==> config.mk <==
export PLATFORM = sky130hd
export DESIGN_NAME = resv_mon
export DESIGN_NICKNAME = d
export VERILOG_FILES = /design/src/rtl/resv_pkg.sv /design/src/rtl/resv_req_decode.sv /design/src/rtl/resv_link_reg.sv /design/src/rtl/resv_mon.sv
export SDC_FILE = /design/constraint.sdc
export NUM_CORES = 1
export LEC_CHECK = 0
export ABC_AREA = 1
export BUFFER_PORTS_ARGS = -buffer_cell sky130_fd_sc_hd__buf_2
export CORE_ASPECT_RATIO = 0.5
export CORE_MARGIN = 2
export CORE_UTILIZATION = 42
export CTS_CLUSTER_SIZE = 12
export DETAILED_ROUTE_END_ITERATION = 7
export PLACE_DENSITY = 0.76
export SLEW_MARGIN = 40
export SYNTH_ARGS = -nofsm -noshare
export SYNTH_HDL_FRONTEND = slang
export SYNTH_SLANG_ARGS = --single-unit
==> constraint.sdc <==
create_clock -name clk -period 1.2 [get_ports clk]
set_input_delay 0.06 -clock clk [delete_from_list [all_inputs] [get_ports clk]]
set_output_delay 0.06 -clock clk [all_outputs]
set_load 0.02 [all_outputs]
==> src/rtl/resv_pkg.sv <==
package resv_pkg;

    typedef enum logic [1:0] {
        OP_LOAD  = 2'b00,
        OP_STORE = 2'b01,
        OP_LL    = 2'b10,
        OP_SC    = 2'b11
    } resv_op_e;

    // Decoded per-cycle events feeding the link register.
    typedef struct packed {
        logic set;   // load-linked seen
        logic clr;   // any event that drops the link
    } resv_evt_t;

endpackage

==> src/rtl/resv_req_decode.sv <==
module resv_req_decode
    import resv_pkg::*;
#(
    parameter int LINE_W = 28
) (
    input  logic              req_valid,
    input  resv_op_e          req_op,
    input  logic [LINE_W-1:0] req_line,
    input  logic              xret,
    input  logic              snoop_valid,
    input  logic [LINE_W-1:0] snoop_line,
    input  logic              link_q,
    input  logic [LINE_W-1:0] line_q,
    output resv_evt_t         evt,
    output logic              sc_pass
);
    logic req_hit;
    logic snoop_hit;
    logic is_sc;
    logic is_st;

    always_comb begin
        req_hit   = (req_line == line_q);
        snoop_hit = snoop_valid && (snoop_line == line_q);
        is_sc     = req_valid && (req_op == OP_SC);
        is_st     = req_valid && (req_op == OP_STORE);
        evt.set   = req_valid && (req_op == OP_LL);
        evt.clr   = xret || snoop_hit || (is_st && req_hit) || is_sc;
        sc_pass   = is_sc && link_q && req_hit;
    end
endmodule

==> src/rtl/resv_link_reg.sv <==
module resv_link_reg
    import resv_pkg::*;
#(
    parameter int LINE_W = 28
) (
    input  logic              clk,
    input  logic              rst,
    input  resv_evt_t         evt,
    input  logic [LINE_W-1:0] new_line,
    output logic              link_q,
    output logic [LINE_W-1:0] line_q
);
    always_ff @(posedge clk) begin
        if (rst) begin
            link_q <= 1'b0;
            line_q <= '0;
        end else if (evt.set) begin
            link_q <= 1'b1;
            line_q <= new_line;
        end else if (evt.clr) begin
            link_q <= 1'b0;
        end
    end
endmodule

==> src/rtl/resv_mon.sv <==
module resv_mon
    import resv_pkg::*;
#(
    parameter int ADDR_W     = 32,
    parameter int LINE_BYTES = 16,
    localparam int OFS_W     = $clog2(LINE_BYTES),
    localparam int LINE_W    = ADDR_W - OFS_W
) (
    input  logic              clk,
    input  logic              rst,
    input  logic              req_valid,
    input  logic [1:0]        req_op,
    input  logic [LINE_W-1:0] req_line,
    input  logic              xret,
    input  logic              snoop_valid,
    input  logic [LINE_W-1:0] snoop_line,
    output logic              sc_ok,
    output logic              sc_wr_en,
    output logic              resv_active,
    output logic [LINE_W-1:0] resv_line
);
    resv_evt_t evt;
    logic      sc_pass;
    resv_op_e  op;

    assign op = resv_op_e'(req_op);

    resv_req_decode #(.LINE_W(LINE_W)) dec_i (
        .req_valid  (req_valid),
        .req_op     (op),
        .req_line   (req_line),
        .xret       (xret),
        .snoop_valid(snoop_valid),
        .snoop_line (snoop_line),
        .link_q     (resv_active),
        .line_q     (resv_line),
        .evt        (evt),
        .sc_pass    (sc_pass)
    );

    resv_link_reg #(.LINE_W(LINE_W)) reg_i (
        .clk     (clk),
        .rst     (rst),
        .evt     (evt),
        .new_line(req_line),
        .link_q  (resv_active),
        .line_q  (resv_line)
    );

    assign sc_ok    = sc_pass;
    assign sc_wr_en = sc_pass;
endmodule

==> impl_metrics.toml, run 1 <==
[die]
die_width_um = 101
die-area_um2 = 5290
design.core.area_um2 = 4470
io_pins = 94
rows = 17
die_h_um = 52.5
start_util_pct = 44.1

[clocking]
cts_buffer_depth = 2
hold_buffers = 0
cts_sinks = 29
worstSkewPairLatency_ps = 280
ctsHtreeMaxLevel = 2
path_clk_slew_ps = 70
cts_tree = "done"
root_buffer = "clkbuf_8"
cts_buffers = 5

[finish]
nets = 523
fillers = 380
multi_input_area_um2 = 1240
areaGrowthSynthToFinish_pct = 56.8
antennaDiodeCount = 0
final_area_um2 = 3090
regArea_um2 = 671
drive_gt1_share_pct = 42.1

[power_and_ir_drop]
p_comb_share_pct = 29.0
p_switching_uw = 823
power_density_nw_per_um2 = 833
ir_drop_uv = 466
seqPwrFrac_pct = 40.1
clkPwrFrac_pct = 30.8
total_power_mw = 2.57
leakagePower_nw = 1.64
intPower_mw = 1.75
swShare_pct = 32.0

[route]
drc_errors = 0
wl_per_cell_um = 10.9
dr.pass1.iters = 4
drt_wl_total_mm = 5.64
vias_per_cell = 4.62
vias = 2394
dr.first_iter.drc_count = 76
postRouteAntennaNets = 0

[global_route]
gr-usage-met3_pct = 4.80
grt-busiest-layer = "met2"
grt_max_degree = 30
grtUsageMet2_pct = 39.3
grt_pass1_vias = 2147
grt_overflow = 0
grt_antenna_before_repair = 0
grt.total_usage_pct = 21.4
grtUsageMet1_pct = 25.5
grt_pass1_wl_mm = 8.82

[critical_path]
r2r_setup_slack_ps = -230
worst_setup_path_start_kind = "flop"
crit_type = "flop to output port"
cp.required_ps = 1140
crit_fanout = 2
critPathCaptureType = "output port"
crit_arrival_ps = 1710

[placement]
io_buffers = 93
dp_hpwl_mm = 4.30
gp_congestion = 0.812
place_area_um2 = 2880

[timing]
final.min_clock_period_ps = 1770
rsz0062_at_grt = "true"
setup_tns_ps = -1360
timing.fmax_mhz = 566
finClkSkew_ps = 4.10
post-route-period-util_pct = 147
finalSetupViolCount = 3
drv_slew = 0
hold_violations = 0
worst_slack_ps = -566
tightest_slew_ps = 626
whs_ps = 30.8
relSlewSlack_pct = 58.3

[yosys]
yosys_warnings = 0
synth_cell_types = 20
yosysTopAreaCell = "dfxtp_1"
syn-num-nets = 389
synth_commonest_cells = "nand2_1 (111), inv_1 (56), nor2_1 (53)"
synthArstFlopShare_pct = 0
postSynthAreaPerCell_um2 = 6.05
yosys-top-cells-area = "dfxtp_1 (29%), nand2_1 (21%), xnor2_1 (11%)"
ys_seq_area_share_pct = 29.4
synth_top_area_share_pct = 29.4
synth_edf_count = 0
ys.flop_type = "dfxtp_1"
synthCells = 326
synth_area_um2 = 1970
ys_seq_elements = 29
yosysMostFrequentCell = "nand2_1"

[status]
run_status = "finished, violations left"
violations = "setup timing"

[min_path]
worstHoldPathType = "input pin to flop"

[flow_run]
drv_cap = 0
==> layout make-up <==
class                           instances  share of cell area (%)
Tap cell                               57                    2.31
Sequential cell                        29                    21.7
Multi-Input combinational cell        232                    40.0
Timing Repair Buffer                  136                    26.4
Clock inverter                          3                   0.567
Clock buffer                            5                    2.23
Inverter                               56                    6.80
==> critical path: stages, from the launching register on <==
cell and delay (ps):
dfxtp_4 350, xnor2_2 150, nand2_1 80, nor2_1 140, nand2_1 100, nor2_2 120
nand2_2 80, nor3b_4 260, buf_6 150
==> layer usage <==
| layer | part of all wire (%) | vias up |
|---|---|---|
| met4 | 1.0 | 0 |
| met1 | 46 | 1053 |
| met5 | 0 | - |
| li1 | - | 1263 |
| met2 | 48 | 72 |
| met3 | 4.8 | 6 |
==> logic make-up after synthesis <==
| family | synth area share (%) |
|---|---|
| simple gates | 35.1 |
| flops | 29.4 |
| buf+inv | 12.9 |
| compound gates | 11.5 |
| xor+xnor | 11.1 |
==> sequential cells by signal (all words and copies together) (netlist names) <==
name          count
reg_i.line_q     28
reg_i.link_q      1
==> power by group through the flow <==
stage | Sequential [mW] | Clock, mW | Combinational [mW]
2_1_floorplan | 1.12 | 0 | 0.301
3_3_place_gp | 1.04 | 0 | 0.690
3_5_place_dp | 1.05 | 0 | 0.704
4_1_cts | 1.03 | 0.835 | 0.720
5_1_grt | 1.04 | 0.870 | 0.827
6_report | 1.03 | 0.794 | 0.747
==> metrics by stage <==
step	worst slack, ps	utilization (%)	cells
2_1_floorplan	-263	-	326
3_3_place_gp	-238	64.5	508
3_5_place_dp	-273	64.5	508
4_1_cts	-554	67.6	518
5_1_grt	-665	69.2	518
6_report	-566	69.2	518
==> cell usage in the layout, fill, tap and decap left out, types with 2 or more instances in the layout <==
cell      instances
o21ai_0           3
dfxtp_2           6
xnor2_1          15
nand3_1           3
xnor2_2          10
clkinv_2          2
nor2_1           47
buf_2            91
nand4_1           3
buf_6             3
buf_4            41
nand2_1         110
nor2_2            7
dfxtp_4          22
clkbuf_8          5
inv_1            55
a211oi_1         25
a21oi_1           3
==> worst paths after layout <==
path / cells past startpoint / end / start
max: 8 / sc_wr_en / reg_i.line_q[5]$_SDFFE_PP0P_
min: 3 / reg_i.line_q[2]$_SDFFE_PP0P_ / req_line[2]
max reg2reg: 12 / reg_i.link_q$_SDFFE_PP0P_ / reg_i.line_q[18]$_SDFFE_PP0P_
min reg2reg: 2 / reg_i.line_q[26]$_SDFFE_PP0P_ / reg_i.line_q[26]$_SDFFE_PP0P_
==> what timing repair did <==
action | in CTS | in global routing
gates resized for setup | 12 | 11
buffers inserted | 2 | 0
pin swaps | 8 | 12
endpoints found under the setup margin | 3 | 3
Note: power is estimated with default switching activity, not from simulation.
==> inputs of run 2 (changes only) <==
- CORE_UTILIZATION: 42 -> 43
- PLACE_DENSITY: 0.76 -> 0.77
- SKIP_LAST_GASP: not set -> 1
- SYNTH_HIERARCHICAL: not set -> 1
==> run 2 against run 1 <==
Against the previous run: the run still ends with setup timing left; routed wire length grew 7.5%; first-iteration DRC count increased by 14%; final cell count is 0.39% lower; non-clock buffer count down 25; flip-flop and latch count did not move; core utilization shrank 0.81 points; register-to-register slack got worse by 30 ps; global-route usage increased by 0.71 points; synthesized cell count grew 7.1%; worst setup slack improved by 200 ps; fmax is 12% higher; clock skew rose by 5.3 ps.
==> impl_metrics.toml, run 2 <==
[route]
postRouteAntennaNets = 0
wl_per_cell_um = 11.7
vias = 2365
dr.first_iter.drc_count = 87
drt_wl_total_mm = 6.06
vias_per_cell = 4.58
drc_errors = 0
dr.pass1.iters = 5

[timing]
hold_violations = 0
worst_slack_ps = -371
tightest_slew_ps = 357
finClkSkew_ps = 9.36
finalSetupViolCount = 3
relSlewSlack_pct = 76.2
setup_tns_ps = -997
timing.fmax_mhz = 637
final.min_clock_period_ps = 1570
post-route-period-util_pct = 131
rsz0062_at_grt = "true"
drv_slew = 0

[clocking]
worstSkewPairLatency_ps = 280
ctsHtreeMaxLevel = 2
cts_tree = "done"
cts_sinks = 29
path_clk_slew_ps = 70
cts_buffers = 5
root_buffer = "clkbuf_8"
cts_buffer_depth = 2

[die]
start_util_pct = 45.6
die_h_um = 52.7
design.core.area_um2 = 4470
io_pins = 94
die_width_um = 101
rows = 17
die-area_um2 = 5340

[yosys]
synth_edf_count = 0
synth_area_um2 = 2040
yosysTopAreaCell = "dfxtp_1"
ys.flop_type = "dfxtp_1"
synthArstFlopShare_pct = 0
yosys-top-cells-area = "dfxtp_1 (29%), nand2_1 (18%), nor2_1 (15%)"
synthCells = 349
syn-num-nets = 412
synth_cell_types = 20
synth_top_area_share_pct = 28.5
postSynthAreaPerCell_um2 = 5.84
ys_seq_area_share_pct = 28.5
yosys_warnings = 6
yosysMostFrequentCell = "nand2_1"
synth_commonest_cells = "nand2_1 (99), nor2_1 (82), inv_1 (54)"
ys_seq_elements = 29

[finish]
regArea_um2 = 681
final_common_cell = "nand2_1"
final_cell_mix = "nand2_1 (92), buf_2 (91), nor2_1 (72), inv_1 (48), o21ai_0 (30)"
antennaDiodeCount = 0
fillers = 406
drive_gt1_share_pct = 42.5
reg_top3 = "reg_i/line_q (28), reg_i/link_q (1)"
final_cells = 516
nets = 521
multi_input_area_um2 = 1350
regMostFlops = "reg_i/line_q"
areaGrowthSynthToFinish_pct = 50.0
largest_reg_flops = 28

[power_and_ir_drop]
total_power_mw = 2.69
power_density_nw_per_um2 = 880
ir_drop_uv = 453
leakagePower_nw = 1.63

[critical_path]
cp_num_buf_inv = 1
crit_arrival_ps = 1510
worst_setup_path_start_kind = "flop"
slowest_stage = "dfxtp_4"
crit_fanout = 3
crit_type = "flop to output port"
critPathCaptureType = "output port"
cp_cell_sequence = "xnor2_2 > nand2_1 > nor2_1 > nand2_1 > nor2_4 > nand2_2 > nor2_4 > buf_6"
cp.required_ps = 1140
crit_family = "simple AND/OR/NAND/NOR gates"
max_stage_delay_ps = 360

[placement]
pre_cts_ws_ps = -164
dp_cells = 504
io_buffers = 93
gp_congestion = 0.825
dp_hpwl_mm = 4.30

[global_route]
grt_max_degree = 30
grt_antenna_before_repair = 0
grt_overflow = 0
grt_pass1_wl_mm = 8.97
grt.total_usage_pct = 22.2
grt_pass1_vias = 2080

[min_path]
worstHoldPathType = "input pin to flop"

[flow_run]
drv_cap = 0

[status]
run_status = "finished, violations left"
violations = "setup timing"
run 2: changes by cell type in the layout (fill, tap and decap cells not counted), moves of 4 or more:
cell,previous run,this run
dfxtp_2,6,2
buf_4,41,14
nor2_1,47,72
inv_1,55,48
a211oi_1,25,0
nand2_2,1,7
o21ai_0,3,30
nor2_2,7,13
nand2_1,110,92
xnor2_2,10,15
dfxtp_4,22,26
run 2: repair_timing:
action | in CTS | in global routing
hold buffers | 1 | 0
gates resized for setup | 13 | 31
setup buffers | 3 | 1
hold endpoints to repair | 1 | 0
gates cloned | 0 | 0
setup endpoints to repair | 3 | 5
pin swaps | 17 | 30
run 2: area by class of cell:
type	count	area share (%)
multi-input cells	256	44.2
flip-flops and latches	29	22.3
repair buffers	111	20.8
inverters	55	7.04
clock buffers	7	3.15
well taps	57	2.33
clock inverters	1	0.164
run 2: worst min-delay path, cell delays in order:
cell and delay [ps]:
buf_2 90, nor2_1 40, nor2_1 80
run 2: kinds of logic after synthesis:
logic type	share of synthesized area, %
buffers and inverters	13.9
AND/OR/NAND/NOR	38.2
XOR/XNOR	11.6
AO/OA/AOI/OAI	7.80
flip-flops	28.5
run 2: path summary, 6_finish.rpt:
path                            slack [ps]  cells past startpoint                          start                             to
worst max-delay path                  -370                      8  reg_i/line_q[11]$_SDFFE_PP0P_                          sc_ok
worst min-delay path                    20                      3                   req_line[27]  reg_i/line_q[27]$_SDFFE_PP0P_
worst max register to register        -260                     12  reg_i/line_q[23]$_SDFFE_PP0P_      reg_i/link_q$_SDFFE_PP0P_
worst min register to register         510                      2      reg_i/link_q$_SDFFE_PP0P_      reg_i/link_q$_SDFFE_PP0P_
run 2: report_power, final:
part	leakage (nW)	internal (mW)	switching [mW]	total, mW
sequential	0.257	0.989	0.0700	1.06
combinational	1.32	0.338	0.377	0.715
clock	0.0542	0.518	0.396	0.914
total	1.63	1.84	0.843	2.69
run 2: through the flow:
step                area [um2]  util, %  hold WS (ps)
finish                    3060     68.4          21.4
global route              3060     68.4          25.6
CTS                       2920     65.3          18.9
detailed placement        2740     61.3           241
global placement          2740     61.3           238
floorplan                 2160        -           122
run 2: per-layer routing:
metal / up-vias / GRT usage, % / wire length [um]
met4: 0 / 5.41 / 14
met5: - / 0 / 0
li1: 1254 / - / -
met3: 2 / 4.40 / 297
met1: 1054 / 27.5 / 2660
met2: 55 / 40.0 / 3080
